--- src/rtl/seu_fsm_pkg.sv ---
package seu_fsm_pkg;
    localparam int NUM_ST = 5;
    localparam int IDX_W  = $clog2(NUM_ST);

    typedef enum logic [IDX_W-1:0] {
        ST_IDLE = 3'd0,
        ST_GET  = 3'd1,
        ST_PROC = 3'd2,
        ST_SEND = 3'd3,
        ST_ERR  = 3'd4
    } st_idx_e;

    typedef logic [NUM_ST-1:0] st_vec_t;

    function automatic st_vec_t code_of(st_idx_e s);
        st_vec_t v;
        v = '0;
        v[s] = 1'b1;
        return v;
    endfunction
endpackage

--- src/rtl/onehot_parity.sv ---
module onehot_parity #(
    parameter int W = 5
) (
    input  logic [W-1:0] vec,
    output logic         fail
);
    logic [W-1:0] chain;

    assign chain[0] = vec[0];
    generate
        for (genvar i = 1; i < W; i++) begin : g_xor
            assign chain[i] = chain[i-1] ^ vec[i];
        end
    endgenerate

    // A legal one-hot code has odd parity; even parity marks an upset.
    assign fail = ~chain[W-1];
endmodule

--- src/rtl/seu_next_state.sv ---
module seu_next_state
    import seu_fsm_pkg::*;
(
    input  st_vec_t st_q,
    input  logic    start,
    input  logic    data_valid,
    input  logic    done,
    input  logic    ack,
    input  logic    clear,
    output st_vec_t nxt_norm
);
    st_idx_e cur;

    // Lowest set bit names the state; the result is only used when parity is good.
    always_comb begin
        cur = ST_IDLE;
        for (int i = NUM_ST - 1; i >= 0; i--) begin
            if (st_q[i]) cur = st_idx_e'(i[IDX_W-1:0]);
        end
    end

    always_comb begin
        nxt_norm = st_q;
        unique case (cur)
            ST_IDLE: if (start)      nxt_norm = code_of(ST_GET);
            ST_GET:  if (data_valid) nxt_norm = code_of(ST_PROC);
            ST_PROC: if (done)       nxt_norm = code_of(ST_SEND);
            ST_SEND: if (ack)        nxt_norm = code_of(ST_IDLE);
            ST_ERR:  if (clear)      nxt_norm = code_of(ST_IDLE);
            default:                 nxt_norm = code_of(ST_ERR);
        endcase
    end
endmodule

--- src/rtl/seu_state_reg.sv ---
module seu_state_reg
    import seu_fsm_pkg::*;
(
    input  logic    clk,
    input  logic    rst_n,
    input  st_vec_t nxt_norm,
    input  logic    fail,
    input  logic    inj_en,
    input  st_vec_t inj_mask,
    output st_vec_t st_q,
    output logic    err_q
);
    st_vec_t nxt_sel;

    // Injection wins, then the trap multiplexer, then the normal next state.
    always_comb begin
        if (inj_en)    nxt_sel = st_q ^ inj_mask;
        else if (fail) nxt_sel = code_of(ST_ERR);
        else           nxt_sel = nxt_norm;
    end

    always_ff @(posedge clk or negedge rst_n) begin
        if (!rst_n) begin
            st_q  <= code_of(ST_IDLE);
            err_q <= 1'b0;
        end else begin
            st_q  <= nxt_sel;
            err_q <= (nxt_sel == code_of(ST_ERR));
        end
    end

    p_inject_r8: assert property (@(posedge clk) disable iff (!rst_n)
        inj_en |=> st_q == ($past(st_q) ^ $past(inj_mask)));

    p_trap_r7: assert property (@(posedge clk) disable iff (!rst_n)
        (fail && !inj_en) |=> st_q == code_of(ST_ERR));
endmodule

--- src/rtl/seu_onehot_ctrl.sv ---
module seu_onehot_ctrl
    import seu_fsm_pkg::*;
(
    input  logic              clk,
    input  logic              rst_n,
    input  logic              start,
    input  logic              data_valid,
    input  logic              done,
    input  logic              ack,
    input  logic              clear,
    input  logic              inj_en,
    input  logic [NUM_ST-1:0] inj_mask,
    output logic              idle_en,
    output logic              fetch_en,
    output logic              proc_en,
    output logic              send_en,
    output logic              error_flag,
    output logic              parity_fail,
    output logic [NUM_ST-1:0] state_vec
);
    st_vec_t st_q;
    st_vec_t nxt_norm;
    logic    fail;
    logic    err_q;

    onehot_parity #(.W(NUM_ST)) u_parity (
        .vec  (st_q),
        .fail (fail)
    );

    seu_next_state u_next (
        .st_q       (st_q),
        .start      (start),
        .data_valid (data_valid),
        .done       (done),
        .ack        (ack),
        .clear      (clear),
        .nxt_norm   (nxt_norm)
    );

    seu_state_reg u_reg (
        .clk      (clk),
        .rst_n    (rst_n),
        .nxt_norm (nxt_norm),
        .fail     (fail),
        .inj_en   (inj_en),
        .inj_mask (inj_mask),
        .st_q     (st_q),
        .err_q    (err_q)
    );

    // Each enable comes straight from one flop bit.
    always_comb begin
        idle_en     = st_q[ST_IDLE];
        fetch_en    = st_q[ST_GET];
        proc_en     = st_q[ST_PROC];
        send_en     = st_q[ST_SEND];
        error_flag  = err_q;
        parity_fail = fail;
        state_vec   = st_q;
    end

    p_parity_r6: assert property (@(posedge clk) disable iff (!rst_n)
        parity_fail == ($countones(state_vec) % 2 == 0));

    p_flag_r9: assert property (@(posedge clk) disable iff (!rst_n)
        error_flag == (state_vec == code_of(ST_ERR)));

    p_start_r2: assert property (@(posedge clk) disable iff (!rst_n)
        (state_vec == code_of(ST_IDLE) && start && !inj_en) |=> state_vec == code_of(ST_GET));

    p_clear_r10: assert property (@(posedge clk) disable iff (!rst_n)
        (state_vec == code_of(ST_ERR) && clear && !inj_en) |=> state_vec == code_of(ST_IDLE));

    p_enables_r11: assert property (@(posedge clk) disable iff (!rst_n)
        !parity_fail |-> $onehot0({idle_en, fetch_en, proc_en, send_en}));
endmodule

--- config.mk ---
export PLATFORM = sky130hd
export DESIGN_NAME = seu_onehot_ctrl
export DESIGN_NICKNAME = d
export VERILOG_FILES = /design/src/rtl/seu_fsm_pkg.sv /design/src/rtl/onehot_parity.sv /design/src/rtl/seu_next_state.sv /design/src/rtl/seu_state_reg.sv /design/src/rtl/seu_onehot_ctrl.sv
export SDC_FILE = /design/constraint.sdc
export NUM_CORES = 1
export LEC_CHECK = 0
export ABC_AREA = 0
export BUFFER_PORTS_ARGS = -buffer_cell sky130_fd_sc_hd__clkbuf_2
export CAP_MARGIN = 0
export CORE_MARGIN = 4
export CORE_UTILIZATION = 45
export CTS_CLUSTER_SIZE = 10
export DETAILED_ROUTE_END_ITERATION = 10
export MAX_ROUTING_LAYER = met4
export PLACE_DENSITY = 0.75
export SLEW_MARGIN = 20
export SYNTH_ARGS = -nofsm -noshare
export SYNTH_HDL_FRONTEND = slang
export SYNTH_SLANG_ARGS = --single-unit
--- constraint.sdc ---
create_clock -name clk -period 5.5 [get_ports clk]
set_input_delay 0 -clock clk [delete_from_list [all_inputs] [get_ports clk]]
set_output_delay 0 -clock clk [all_outputs]
set_load 0.02 [all_outputs]
### Word level (Yosys, flattened, before mapping)

Cells that the tools add are included.

| storage, ports and cells | value |
|---|---|
| register bits | 6 |
| bits of input ports | 13 |
| output and inout port bits | 11 |
| logic and storage cells | 27 |

| operators by class | value |
|---|---|
| equality and inequality tests | 5 |
| muxes and demuxes | 13 |
| bitwise gates (word level) | 6 |
| reduce and logical (&&, ||, !) cells | 1 |

Operators with widths:

| operator | count |
|---|---|
| 2-to-1 mux 5 bit | 7 |
| case mux 5 bit (5 select lines) | 1 |
| 2-to-1 mux 3 bit | 5 |
| equality test 3 x 2 -> 1 bit (second input constant) | 2 |
| equality test 5 bit (second input constant) | 1 |
| XOR 5 bit | 1 |
| XOR 1 bit | 4 |
| equality test 3 x 1 -> 1 bit (second input constant) | 1 |
| equality test 3 bit (second input constant) | 1 |
| logical NOT 3 bit | 1 |
| inverter 1 bit | 1 |

### Logic depth before layout (Yosys ltp)

Gate-level depths: netlist of the first run.

| depth | value |
|---|---|
| depth after elaboration | 10 |
| gate-level depth with buffers | 7 |

### Cells and area by module

A second synthesis of the first run with hierarchy kept.

| second synthesis, totals | value |
|---|---|
| cell total of the unflattened synthesis | 58 |
| area total of the unflattened synthesis | 521.8 um^2 |

Modules (own cells, without submodules):

| module | times used | cells an instance | area an instance (um^2) |
|---|---|---|---|
| seu_state_reg | 1 | 23 | 276.5 |
| seu_next_state | 1 | 28 | 175.2 |
| onehot_parity | 1 | 3 | 40.0 |
| seu_onehot_ctrl | 1 | 4 | 30.0 |

### Worst setup path before layout of the first run

Ideal clock, no wire load.

| path | value |
|---|---|
| path kind | reg2reg |
| start | register u_reg.st_q[1] |
| end | register u_reg.err_q |
| data arrival time | 1.895 ns |
| required time | 5.359 ns |
| setup slack | 3.463 ns |
| stages on the path, launching flop included | 8 |
| path buffers | 1 |
| path through | dfrtp_1 -> buf_4 -> xnor2_1 -> xnor3_2 -> nor4bb_1 -> or3_4 -> nor2_2 -> nor4bb_4 |

| on the way | value |
|---|---|
| cells in the longest elaborated chain, start to end | 7 |
| elaborated cells on any way between the ends | 21 |
| classes of those cells | eq/ne (5); mux (10); bitwise (5); reduce/logical (1) |

RTL lines:

| item | line | RTL |
|---|---|---|
| start, declared | seu_state_reg.sv:10 | `output st_vec_t st_q,` |
| start signal, assigned | seu_state_reg.sv:24 | `st_q <= code_of(ST_IDLE);` |
| start signal, assigned | seu_state_reg.sv:27 | `st_q <= nxt_sel;` |
| 2-to-1 mux 3 bit / XOR 1 bit (equally long branches) (2 in series) | seu_next_state.sv:18, onehot_parity.sv:12 |  |
| equality test 3 bit, or another cell as far along | seu_next_state.sv:24 | `unique case (cur)` |
| case mux 5 bit (5 select lines) / XOR 1 bit (equally long branches) | seu_next_state.sv:24, onehot_parity.sv:12 |  |
| 2-to-1 mux 5 bit * | seu_state_reg.sv:18 | `else if (fail) nxt_sel = code_of(ST_ERR);` |
| 2-to-1 mux 5 bit * | seu_state_reg.sv:17 | `if (inj_en) nxt_sel = st_q ^ inj_mask;` |
| named net u_reg.nxt_sel[3] | seu_state_reg.sv:13 | `st_vec_t nxt_sel;` |
| equality test 5 bit * | seu_state_reg.sv:28 | `err_q <= (nxt_sel == code_of(ST_ERR));` |
| end signal, assigned | seu_state_reg.sv:28 |  |
| end, declared | seu_state_reg.sv:11 | `output logic err_q` |

Mark *: on every way through the listed nets, which the timed path passes. The rest lies on a longest branch.

### Final worst setup path of the first run

| path | value |
|---|---|
| start | register u_reg.st_q[0] |
| end | register u_reg.err_q |

| on the way | value |
|---|---|
| cells in the longest elaborated chain, start to end | 7 |
| elaborated cells on any way between the ends | 20 |
| classes of those cells | eq/ne (5); mux (9); bitwise (5); reduce/logical (1) |

RTL lines:

| item | line |
|---|---|
| branches (longest 4 deep; another with case mux 5 bit (5 select lines)) | -- |
| 2-to-1 mux 5 bit * | seu_state_reg.sv:18 |
| 2-to-1 mux 5 bit * | seu_state_reg.sv:17 |
| named net u_reg.nxt_sel[3] | seu_state_reg.sv:13 |
| equality test 5 bit * | seu_state_reg.sv:28 |

Mark *: on every way through the listed nets, which the timed path passes.

==> impl_metrics.ini, run 1 <==
[place]
numPortBuffers = 23
gp_congestion = 0.816
dp.cells = 100
detailed_place_hpwl_um = 1060

[synthesis]
yosys.area_share.adder_pct = 0
synth_compound_area_share_pct = 16.5
ys_ff_latch = 6
synth-async-reset-ratio_pct = 100
synth_area_per_cell_um2 = 8.76
synth.distinct_cells = 34
ys_seq_area_share_pct = 24.3
synthSimpleGateAreaFrac_pct = 30.2
synth_edf_count = 0
synth_top_family_by_area = simple AND/OR/NAND/NOR gates
synth_xor_area_share_pct = 11.9
ys_warn_count = 0
synth_mux_area_share_pct = 3.22
ys.flop_type = dfrtp_1
synthesis.area_um2 = 622
syn_inst = 71
syn_nets = 84

[worst_setup_path]
cpPeakStageDelay_ns = 0.68
ff2ff_path_depth = 6
r2r_end = u_reg.err_q
cp.arrival_ns = 2.18
crit_path_max_fanout = 14
r2r_start = u_reg.st_q[0]
critical_path.cell_chain = xnor2_2 > xnor3_2 > nor4bb_1 > or3_4 > nor2_2 > nor4bb_4
setup.worst_path.class = flop to flop
crit_required_ns = 5.61
slowest_stage = dfstp_2
cp-start-kind = flop
r2r_slack_ns = 3.42
end_kind = flop

[min_path]
hold_path_class = primary input to flop
hold_end = u_reg.st_q[4]
hold_depth = 3
hp-start = inj_mask[4]

[drt]
drc = 0
detail-route-antenna-nets = 0
first_pass_iters = 3
vias = 575
drt-initial-drc-count = 2
wl_per_cell_um = 12.5
wl_um = 1310
vias_per_cell = 5.48

[cells_and_area]
drive_above_1_share_pct = 37.8
fillCellCount = 136
final_core_util_pct = 55.1
multi_input_area_um2 = 384
diodes = 0
final-seq-area_um2 = 151
final_net_count = 104
area_growth_syn_to_layout_pct = 15.3
stdcell_count = 105

[timing]
max_freq_ghz = 0.482
finalMaxSlewViolations = 0
fin_crit_sh_pct = 37.7
min_period_ns = 2.08
fin_setup_tns_ns = 0
finalSetupViolCount = 0
hold_viol = 0
slew_headroom_pct = 64.6
rsz0062_at_grt = false
finClkSkew_ns = 0.00241
tightest_slew_ns = 0.526
hold_ws_ns = 0.104

[die]
die-area_um2 = 2040
rows = 13
initial_core_util_pct = 47.8
io_pins = 24
design.core.area_um2 = 1300
die_width_um = 45.2
die_h_um = 45.2

[pwr]
max-vdd-ir-drop_mv = 0.413
p_leak_nw = 0.348
p_int_w = 0.000277
switchingPower_w = 0.000278
p_per_area_nw_per_um2 = 774
p_clk_share_pct = 7.9
seq_power_share_pct = 22.6
combPwrFrac_pct = 69.5
swShare_pct = 50.0

[clocking]
numCtsBuffers = 3
cts.path.max_buffers = 2
cts_resized = 0
post_cts_buffers = 0
path_clk_slew_ns = 0.05
cts_hold_buf = 1
cts_tree = done
htreeDepth = 1
insertion_delay_ns = 0.24
clockRootBuffer = clkbuf_4
clock-sinks = 6

[global_route]
grt_pass1_wl_um = 2220
grt_start_max_net_pins = 15
grt_use_total_pct = 15.5
grt_overflow = 0
first_global_vias = 566
antenna_found_initial = 0

[run_status]
run_status = complete, no violations

[job]
maxCapViolCount = 0
## placed cells by master, fill, tap and decap left out, types with 3 or more instances in the layout
cell,Yosys,layout
clkbuf_2,0,23
clkbuf_4,1,3
dfrtp_1,5,5
inv_1,3,3
nand2_1,10,10
nor2_1,4,4
nor3_1,3,3
o21ai_0,5,5
o22ai_1,3,3
## sequential cells by signal, indices dropped and copies added, names as in the netlist
register     count
u_reg.err_q      1
u_reg.st_q       5
## synthesized netlist by cell type (all sizes together) (2+ instances only)
cell type / n / area share [%]
nand2: 10 / 6.0
xnor2: 3 / 6.6
mux2i: 2 / 3.2
o21ai: 5 / 4.0
o22ai: 3 / 3.0
nor3: 3 / 2.4
nor3b: 2 / 2.4
dfrtp: 5 / 20
or3: 3 / 4.6
buf: 8 / 11
nor2: 5 / 3.4
inv: 3 / 1.8
nor4bb: 3 / 7.2
## power groups by stage
stage	combinational [W]	clock, W	sequential (W)
floorplan	0.000346	0	0.000114
detailed placement	0.000388	0	0.000127
global placement	0.000385	0	0.000124
CTS	0.000390	0.0000455	0.000126
finish	0.000386	0.0000436	0.000125
global route	0.000418	0.0000494	0.000134
## kinds of logic after synthesis
logic type	after synthesis
compound gates	16
xor+xnor	5
buf+inv	12
flops	6
mux	2
simple gates	30
## how the worst max path moves through the flow
stage                  start     endpoint  slack, ns
2_1_floorplan  u_reg.st_q[1]  u_reg.err_q       3.46
3_3_place_gp   u_reg.st_q[0]  u_reg.err_q       3.52
3_5_place_dp   u_reg.st_q[0]  u_reg.err_q       3.44
4_1_cts        u_reg.st_q[0]  u_reg.err_q       3.43
5_1_grt        u_reg.st_q[0]  u_reg.err_q       3.32
6_report       u_reg.st_q[0]  u_reg.err_q       3.42
## worst max-delay path, delay by kind of cell (launching register included)
family	cells	cell delay [ns]
DFF	1	0.68
and+or+nand+nor	4	0.64
xor gates and xnor gates	2	0.61
## area by class of cell
| class | count | share of cell area, % |
|---|---|---|
| clock buffer | 4 | 3.66 |
| inverter | 3 | 1.57 |
| multi-input combinational | 53 | 53.6 |
| sequential | 6 | 21.1 |
| tap | 15 | 2.62 |
| timing repair buffer | 24 | 17.5 |
## stage by stage
step | power, W | setup slack (ns) | instance area, um^2
after global routing | 0.000601 | 3.32 | 717
final | 0.000555 | 3.42 | 717
after floorplan | 0.000460 | 3.46 | 622
after global placement | 0.000509 | 3.52 | 681
after CTS | 0.000561 | 3.43 | 717
after detailed placement | 0.000514 | 3.44 | 681
## per-layer routing
layer	routed length (um)	GRT usage [%]	up-vias
met5	0	-	-
met3	70	1.20	4
met1	566	16.8	264
li1	-	-	287
met2	643	26.6	20
met4	34	10.5	0
Power figures use the tool's default switching activity.
==> run 2, diff against run 1 <==
Settings changed: ABC_AREA 0 to 1, PLACE_DENSITY 0.75 to 0.73.
Clock period 5.5 ns to 2.1 ns, I/O delays scaled along.
==> run 2 against run 1 <==
Maximum frequency grew 38%. Clock-buffer cell count unchanged. Largest power group unchanged. Critical path depth grew 3. Critical path type unchanged. Synthesized area is 8.0% higher.
==> impl_metrics.ini, run 2 <==
[drt]
vias_per_cell = 4.91
vias = 683
wl_met1_um = 652
detail-route-antenna-nets = 0
wl_um = 1550
wl_per_cell_um = 11.1
drc = 0
dr.max_layer_used = met3
wl_met2_um = 782
drt-initial-drc-count = 30
first_pass_iters = 5
dr_wl_met3_um = 114

[clocking]
cts.path.max_buffers = 2
clockRootBuffer = clkbuf_4
htreeDepth = 1
insertion_delay_ns = 0.24
cts_tree = done
post_cts_buffers = 0
numCtsBuffers = 3
clock-sinks = 6
path_clk_slew_ns = 0.05

[synthesis]
ys_ff_latch = 6
yosys-top-cells-count = nand2_1 (19), nor2_1 (15), inv_1 (11)
ys.flop_type = dfrtp_1
netlist.area_leader.share_pct = 18.6
yosysTopAreaCell = dfrtp_1
synth_area_per_cell_um2 = 6.52
ys_warn_count = 0
syn_inst = 103
ys_seq_area_share_pct = 22.5
synth-async-reset-ratio_pct = 100
synth_edf_count = 0
synthesis.area_um2 = 672
synth.distinct_cells = 24
synthTopCellsByArea = dfrtp_1 (19%), nand2_1 (11%), nor2_1 (8.4%)
synth_most_common_cell = nand2_1
syn_nets = 116

[die]
die_h_um = 46.6
die_width_um = 46.6
io_pins = 24
initial_core_util_pct = 49.8
rows = 13
design.core.area_um2 = 1350
die-area_um2 = 2180

[run_status]
run_status = complete, no violations

[timing]
tightest_slew_ns = 0.415
fin_ws_ns = 0.598
fin_setup_tns_ns = 0
finalSetupViolCount = 0
max_freq_ghz = 0.666
fin_crit_sh_pct = 71.5
rsz0062_at_grt = false
min_period_ns = 1.50
finalMaxSlewViolations = 0
finClkSkew_ns = 0.00386
hold_viol = 0
slew_headroom_pct = 72.4

[worst_setup_path]
crit_top_cell = nand2_1
cp-start-kind = flop
crit_path_max_fanout = 10
critical_path.cell_chain = nand2_1 > nand3_2 > nand2_1 > nand2_2 > nand3_4 > nor2_2 > nor2_4 > nand3_1 > nor2_1
cp.arrival_ns = 1.63
slowest_stage = dfrtp_1
crit_required_ns = 2.23
ff2ff_path_depth = 9
end_kind = flop
r2r_start = u_reg.st_q[2]
r2r_slack_ns = 0.60
cpPeakStageDelay_ns = 0.59
r2r_end = u_reg.err_q
setup.worst_path.class = flop to flop

[place]
dp.cells = 134
gp_congestion = 0.890
dp_slack_ns = 0.604
detailed_place_hpwl_um = 1310
placed_area_um2 = 752
numPortBuffers = 23

[global_route]
first_global_vias = 632
grt_overflow = 0
antenna_found_initial = 0
grt_use_total_pct = 16.9
grt_pass1_wl_um = 2590
grt_start_max_net_pins = 11

[pwr]
p_clk_share_pct = 8.3
max-vdd-ir-drop_mv = 0.851
combPwrFrac_pct = 67.7
p_int_w = 0.000562
p_leak_nw = 0.439
switchingPower_w = 0.000760
swShare_pct = 57.5
seq_power_share_pct = 23.9
p_per_area_nw_per_um2 = 1680

[cells_and_area]
final_net_count = 138
area_growth_syn_to_layout_pct = 17.3
final_cell_mix = clkbuf_2 (23), nand2_1 (19), nor2_1 (15)
final_common_cell = clkbuf_2
largest_reg_flops = 5
fin_area_um2 = 788
top_register = u_reg.st_q
drive_above_1_share_pct = 39.5
biggestRegsByFlops = u_reg.st_q x5, u_reg.err_q x1
stdcell_count = 139
diodes = 0

[min_path]
hold_depth = 4
hp-start = inj_mask[0]
hold_path_class = primary input to flop
hold_end = u_reg.st_q[0]

[job]
maxCapViolCount = 0
run 2: worst max-delay path by stage:
stage	start	endpoint	slack, ns	depth (start not counted)
after floorplan	u_reg.st_q[3]	u_reg.err_q	0.66	11
after global placement	u_reg.st_q[2]	u_reg.err_q	0.63	9
after detailed placement	u_reg.st_q[0]	u_reg.err_q	0.60	9
after CTS	u_reg.st_q[2]	u_reg.err_q	0.59	9
after global routing	u_reg.st_q[2]	u_reg.err_q	0.41	10
final	u_reg.st_q[2]	u_reg.err_q	0.60	9
run 2: final cells by class:
type | instances | area, um^2
multi-input cells | 74 | 404
well taps | 15 | 18.8
flip-flops and latches | 6 | 151
fillers | 133 | 562
repair buffers | 24 | 125
inverters | 16 | 62.6
clock buffers | 4 | 26.3
run 2: cells by family (layout without fill, tap and decap cells):
family,after synthesis,count (layout),share of synthesized area [%]
AND/OR/NAND/NOR,58,58,46.0
flip-flops,6,6,22.5
XOR/XNOR,2,2,2.61
AO/OA/AOI/OAI,14,14,11.5
buffers and inverters,23,44,17.3
run 2: per-stage QoR:
step                utilization [%]  hold slack [ns]  power [W]
finish                         58.4            0.102    0.00132
CTS                            58.4           0.0933    0.00133
detailed placement             55.7           -0.167    0.00121
global placement               55.7           -0.169    0.00121
global route                   58.4            0.105    0.00145
floorplan                         -           -0.296    0.00106
run 2: per-layer routing:
layer  global-route usage [%]  vias to the layer above
met1                     20.9                      291
met5                        -                        -
met4                     4.97                        0
li1                         -                      364
met2                     28.0                       28
met3                     2.73                        0
run 2: power by group through the flow:
stage                     Combinational, W  Clock [W]  Sequential, W
after detailed placement          0.000896          0       0.000316
after global routing              0.000991   0.000126       0.000333
after CTS                         0.000900   0.000114       0.000314
final                             0.000895   0.000110       0.000317
after floorplan                   0.000758          0       0.000304
after global placement            0.000890          0       0.000316
run 2: repair_timing:
item                       in CTS  in global routing
hold endpoints to repair        6                  0
hold buffers                    1                  0
gates resized for setup         0                  0
setup endpoints to repair       0                  0
run 2: worst max-delay path: cells and delay by family (launching register included):
family | cells | cell delay [ns]
simple gates | 9 | 0.79
flops | 1 | 0.59
